### src/rtl/mfs_pkg.sv
package mfs_pkg;

  // Status vector bit positions (decoded by the register interface)
  localparam int ST_ANY  = 0;
  localparam int ST_OCP  = 1;
  localparam int ST_UV   = 2;
  localparam int ST_OTS  = 3;
  localparam int ST_ILIM = 4;
  localparam int ST_W    = 5;

  typedef enum logic [1:0] {
    DIR_SLEEP = 2'b00,
    DIR_FWD   = 2'b01,
    DIR_REV   = 2'b10,
    DIR_BRAKE = 2'b11
  } drive_dir_e;

  // Coast and brake both remove the driven current: both clear current limit
  function automatic logic dir_clears_ilim(input logic [1:0] dir);
    return dir[0] == dir[1];
  endfunction

  function automatic logic any_fault(input logic ocp, input logic uv,
                                     input logic ots, input logic ilim);
    return ocp | uv | ots | ilim;
  endfunction

endpackage

### src/rtl/mfs_persist_timer.sv
module mfs_persist_timer #(
  parameter int LIMIT = 8
) (
  input  logic clk,
  input  logic rst_n,
  input  logic cond_i,
  output logic hit_o
);
  localparam int CW = $clog2(LIMIT + 1);
  localparam logic [CW-1:0] CMAX = CW'(LIMIT);

  logic [CW-1:0] run_q;

  always_ff @(posedge clk or negedge rst_n) begin
    if (!rst_n)
      run_q <= '0;
    else if (!cond_i)
      run_q <= '0;
    else if (run_q != CMAX)
      run_q <= run_q + 1'b1;
  end

  assign hit_o = (run_q == CMAX);

  p_run_bound_r1: assert property (@(posedge clk) disable iff (!rst_n)
    run_q <= CMAX);

  p_run_reset_r4: assert property (@(posedge clk) disable iff (!rst_n)
    !cond_i |=> !hit_o);

endmodule

### src/rtl/mfs_wake_pulse.sv
module mfs_wake_pulse
  import mfs_pkg::*;
#(
  parameter int PULSE_CYC = 16
) (
  input  logic       clk,
  input  logic       rst_n,
  input  logic [1:0] dir_i,
  output logic       active_o
);
  localparam int PW = $clog2(PULSE_CYC + 1);
  localparam logic [PW-1:0] PLEN = PW'(PULSE_CYC);

  logic [1:0]    dir_q;
  logic [PW-1:0] left_q;
  logic          wake_start;

  assign wake_start = (dir_q == DIR_SLEEP) && (dir_i != DIR_SLEEP);

  always_ff @(posedge clk or negedge rst_n) begin
    if (!rst_n) begin
      dir_q  <= DIR_SLEEP;
      left_q <= '0;
    end else begin
      dir_q <= dir_i;
      if (wake_start)
        left_q <= PLEN;
      else if (left_q != '0)
        left_q <= left_q - 1'b1;
    end
  end

  assign active_o = (left_q != '0);

  p_wake_start_r9: assert property (@(posedge clk) disable iff (!rst_n)
    wake_start |=> active_o);

  p_wake_bound_r9: assert property (@(posedge clk) disable iff (!rst_n)
    left_q <= PLEN);

endmodule

### src/rtl/mfs_fault_supervisor.sv
module mfs_fault_supervisor
  import mfs_pkg::*;
#(
  parameter int ILIM_PERSIST_CYC = 64,
  parameter int OCP_DEGLITCH_CYC = 8,
  parameter int WAKE_PULSE_CYC   = 16
) (
  input  logic            clk,
  input  logic            rst_n,
  input  logic            ilim_cond_i,
  input  logic            ocp_cond_i,
  input  logic            ots_cond_i,
  input  logic            uv_cond_i,
  input  logic [1:0]      drive_dir_i,
  input  logic            flt_clear_i,
  output logic [ST_W-1:0] status_o,
  output logic            bridge_off_o,
  output logic            fault_pull_o
);

  logic ilim_hit, ocp_hit, wake_active, ilim_clear_evt;
  logic st_ilim_q, st_ocp_q, st_ots_q, st_uv_q;

  mfs_persist_timer #(.LIMIT(ILIM_PERSIST_CYC)) i_ilim_timer (
    .clk(clk), .rst_n(rst_n), .cond_i(ilim_cond_i), .hit_o(ilim_hit));

  mfs_persist_timer #(.LIMIT(OCP_DEGLITCH_CYC)) i_ocp_timer (
    .clk(clk), .rst_n(rst_n), .cond_i(ocp_cond_i), .hit_o(ocp_hit));

  mfs_wake_pulse #(.PULSE_CYC(WAKE_PULSE_CYC)) i_wake (
    .clk(clk), .rst_n(rst_n), .dir_i(drive_dir_i), .active_o(wake_active));

  assign ilim_clear_evt = flt_clear_i | dir_clears_ilim(drive_dir_i);

  always_ff @(posedge clk or negedge rst_n) begin
    if (!rst_n) begin
      st_ilim_q <= 1'b0;
      st_ocp_q  <= 1'b0;
      st_ots_q  <= 1'b0;
      st_uv_q   <= 1'b0;
    end else begin
      st_ilim_q <= ilim_clear_evt ? 1'b0 : (st_ilim_q | ilim_hit);
      st_ocp_q  <= flt_clear_i    ? 1'b0 : (st_ocp_q  | ocp_hit);
      st_ots_q  <= ots_cond_i;
      st_uv_q   <= uv_cond_i;
    end
  end

  always_comb begin
    status_o          = '0;
    status_o[ST_OCP]  = st_ocp_q;
    status_o[ST_UV]   = st_uv_q;
    status_o[ST_OTS]  = st_ots_q;
    status_o[ST_ILIM] = st_ilim_q;
    status_o[ST_ANY]  = any_fault(st_ocp_q, st_uv_q, st_ots_q, st_ilim_q);
  end

  assign bridge_off_o = st_ocp_q | st_ots_q | st_uv_q;
  assign fault_pull_o = status_o[ST_ANY] | wake_active;

  p_ilim_drives_r2: assert property (@(posedge clk) disable iff (!rst_n)
    (status_o[ST_ILIM] && !status_o[ST_OCP] && !status_o[ST_OTS] && !status_o[ST_UV])
      |-> !bridge_off_o);

  p_ilim_clear_r3: assert property (@(posedge clk) disable iff (!rst_n)
    ilim_clear_evt |=> !status_o[ST_ILIM]);

  p_ocp_off_r4: assert property (@(posedge clk) disable iff (!rst_n)
    status_o[ST_OCP] |-> bridge_off_o);

  p_ocp_latch_r5: assert property (@(posedge clk) disable iff (!rst_n)
    (status_o[ST_OCP] && !flt_clear_i) |=> status_o[ST_OCP]);

  p_ots_track_r6: assert property (@(posedge clk) disable iff (!rst_n)
    ots_cond_i |=> (status_o[ST_OTS] && bridge_off_o));

  p_uv_release_r7: assert property (@(posedge clk) disable iff (!rst_n)
    !uv_cond_i |=> !status_o[ST_UV]);

  p_any_r8: assert property (@(posedge clk) disable iff (!rst_n)
    $countones(status_o[ST_W-1:1]) != 0 |-> status_o[ST_ANY]);

  p_pin_r10: assert property (@(posedge clk) disable iff (!rst_n)
    (status_o != '0 || wake_active) |-> fault_pull_o);

endmodule

### config.mk
export PLATFORM = sky130hd
export DESIGN_NAME = mfs_fault_supervisor
export DESIGN_NICKNAME = d
export VERILOG_FILES = /design/src/rtl/mfs_pkg.sv /design/src/rtl/mfs_persist_timer.sv /design/src/rtl/mfs_wake_pulse.sv /design/src/rtl/mfs_fault_supervisor.sv
export SDC_FILE = /design/constraint.sdc
export NUM_CORES = 1
export LEC_CHECK = 0
export ABC_AREA = 1
export ABC_CLOCK_PERIOD_IN_PS = 1700
export CORE_MARGIN = 1.5
export CORE_UTILIZATION = 56
export DETAILED_ROUTE_END_ITERATION = 8
export PLACE_DENSITY = 0.82
export RECOVER_POWER = 100
export SLEW_MARGIN = 20
export SYNTH_ARGS = -nofsm -noshare
export SYNTH_HDL_FRONTEND = slang
export SYNTH_SLANG_ARGS = --single-unit
### constraint.sdc
create_clock -name clk -period 1.7 [get_ports clk]
set_input_delay 0.17 -clock clk [delete_from_list [all_inputs] [get_ports clk]]
set_output_delay 0.17 -clock clk [all_outputs]
set_load 0.01 [all_outputs]
==> out/metrics.yaml <==
critical_path:
  r2r_cells: 8
  critPathRequiredTime_ns: 1.53
  worstSetupStartpointType: "flip-flop"
  path_cells: "inv_2, ha_4, nand3b_2, or2_1, clkdlybuf4s15_1"
  rr_startpoint: "i_ilim_timer.run_q[0]"
  crit_path_top_delay_cell: "dfrtp_1"
  worstPathArrival_ns: 1.47
  worstReg2RegEnd: "i_ilim_timer.run_q[0]"
  max_stage_delay_ns: 0.42
  crit_fanout: 2
  critical_path_class: "flip-flop to primary output"
  crit_path_end_kind: "primary output"
  rrSetupSlack_ns: 0.28
  worstSetupStartpoint: "i_wake.left_q[0]"
sta:
  fin_worst_skew_ns: 0.001484
  drv_slew: 0
  worst_pin_slew_ns: 1.139
  clock.fmax_mhz: 608.4
  min_period_ns: 1.644
  setup_violations: 0
  setup_tns_ns: 0
  slew_headroom_pct: 24.06
  hold_violations: 0
  timing.final.crit_share_pct: 96.69
pwr:
  p_per_area_mw_per_mm2: 1055
  p_total_mw: 1.419
  irDropWorstVdd_v: 0.0008141
  p_leak_nw: 0.6984
routing:
  drtAntennaViolNets: 0
  num_vias: 902
  drc: 0
  routed_wl_um: 2150
  vias_per_cell: 5.096
  first_pass_iters: 4
  wl_per_cell_um: 12.15
  drtIter0Drc: 17
floorplan:
  initial_core_util_pct: 62.18
  die-area_mm2: 0.002255
  core-area_mm2: 0.001783
  std_cell_rows: 15
  die_x_um: 47.49
  io_pins: 16
  die_h_um: 47.49
cells_and_area:
  drive_gt1_share_pct: 12.50
  layout_commonest_cell: "nand2_1"
  layout.nets: 168
  final_cell_mix: "nand2_1 (29), dfrtp_1 (22), nor2_1 (18)"
  n_antenna_cell: 0
  syn_to_final_growth_pct: 21.33
  num-fill-cells: 121
yosys:
  synthMuxAreaShare_pct: 0
  synth-xor-area-share_pct: 3.160
  synthAdderAreaFrac_pct: 6.772
  yosys_warnings: 0
  netlist_instances: 130
  synth_compound_area_share_pct: 2.709
  synth_top_family_by_area: "simple AND/OR/NAND/NOR gates"
  yosysSeqAreaShare_pct: 49.66
  syn_avg_cell_area_um2: 8.527
  synth_nets: 145
  syn_area_mm2: 0.001109
  synthDistinctLibCells: 18
  yosys.area_share.simple_pct: 28.56
  ys_ff_latch: 22
worst_hold_path:
  min_to: "st_uv_q"
  hold_start: "uv_cond_i"
  worstHoldPathCells: 1
  hold_path_class: "input pin to flip-flop"
placed_design:
  place.gp.congestion: 0.7739
  place.port_buffers: 15
  dp_hpwl_um: 1639
run_status:
  status: "completed"
global_routing:
  grt_max_degree: 23
  global_route.usage.total_pct: 21.49
  grt_pass1_vias: 832
  gr-total-overflow: 0
  grt_pass1_wl_um: 3325
  antenna_found_initial: 0
clocking:
  cts_buffers: 3
  htree_levels: 1
  cts_root_buf: "clkbuf_4"
  clk_latency_ns: 0.29
  clk_path_buf_depth: 2
  path_clk_slew_ns: 0.11
  clock-sinks: 22
  holdBufCountCts: 0
  cts_tree: "done"
job:
  cap_viol_max_count: 0
-- cell families after synthesis --
kind of cell	Yosys count
simple gates	69
buf+inv	23
fa+ha+maj	6
flops	22
compound gates	6
xor+xnor	4
-- power breakdown --
part           switching (mW)  internal (mW)
clock network           0.143          0.131
registers              0.0623          0.599
logic                   0.237          0.247
-- per-stage QoR --
stage | hold slack [ns] | cell area (um^2) | std cells | worst slack, ns | util (%)
floorplan | -0.1256 | 1109 | 130 | 0.4722 | -
global placement | 0.4560 | 1282 | 169 | 0.1322 | 71.93
detailed placement | 0.4665 | 1282 | 169 | 0.04914 | 71.93
CTS | 0.2386 | 1353 | 176 | 0.02060 | 75.86
global route | 0.4097 | 1345 | 177 | -0.01539 | 75.44
finish | 0.4209 | 1345 | 177 | 0.05624 | 75.44
-- metal layers --
metal	GRT usage, %	part of all wire [%]	vias up
li1	-	-	446
met1	25.12	42	412
met2	38.38	51	36
met3	3.774	5.0	8
met4	9.444	2.3	0
met5	0	0	-
-- how the worst max path moves through the flow --
stage,to,depth (start not counted)
finish,fault_pull_o,5
global route,fault_pull_o,5
CTS,fault_pull_o,5
detailed placement,fault_pull_o,5
global placement,fault_pull_o,5
floorplan,fault_pull_o,4
-- flip-flops by register name, summed over array words and instances, names as in the netlist --
| signal | flops |
|---|---|
| i_wake.left_q | 5 |
| st_uv_q | 1 |
| st_ots_q | 1 |
| st_ilim_q | 1 |
| i_ocp_timer.run_q | 4 |
| i_wake.dir_q | 2 |
| i_ilim_timer.run_q | 7 |
| st_ocp_q | 1 |
-- what timing repair did --
| action | in CTS | in global routing |
|---|---|---|
| pin swaps | 0 | 0 |
| buffers inserted | 3 | 1 |
| endpoints found under the setup margin | 1 | 2 |
| gates resized for setup | 4 | 3 |
| gates cloned | 0 | 0 |
-- Yosys cell counts --
| library cell | n | area (um^2) |
|---|---|---|
| dfrtp_1 | 22 | 550.5 |
| nand3b_1 | 1 | 7.510 |
| buf_4 | 4 | 30.03 |
| nand3b_2 | 1 | 11.26 |
| nor2_1 | 17 | 63.81 |
| nand3_1 | 11 | 55.05 |
| inv_2 | 3 | 11.26 |
| xor2_1 | 4 | 35.03 |
| nor2_2 | 5 | 31.28 |
| nand3_2 | 1 | 10.01 |
| nand2_1 | 29 | 108.9 |
| or2_1 | 2 | 12.51 |
| a21oi_1 | 3 | 15.01 |
| nand4_1 | 1 | 6.260 |
| o21ai_1 | 3 | 15.01 |
| ha_1 | 6 | 75.07 |
| nor3_2 | 1 | 10.01 |
| inv_1 | 16 | 60.06 |
-- area by class of cell --
| cell class | count | area [um^2] | share of cell area (%) |
|---|---|---|---|
| inverter | 19 | 71.32 | 5.302 |
| tap | 25 | 31.28 | 2.326 |
| clock buffer | 4 | 36.28 | 2.698 |
| multi-input combinational | 85 | 456.7 | 33.95 |
| sequential | 22 | 550.5 | 40.93 |
| timing repair buffer | 22 | 198.9 | 14.79 |
-- worst max-delay path, delay by kind of cell, from the launching register on --
kind / cells / cell delay [ns]
flip-flops: 1 / 0.42
buffers and inverters: 2 / 0.32
AND/OR/NAND/NOR: 2 / 0.30
adder cells (fa/ha/maj): 1 / 0.14
(Power assumes the default switching activity.)
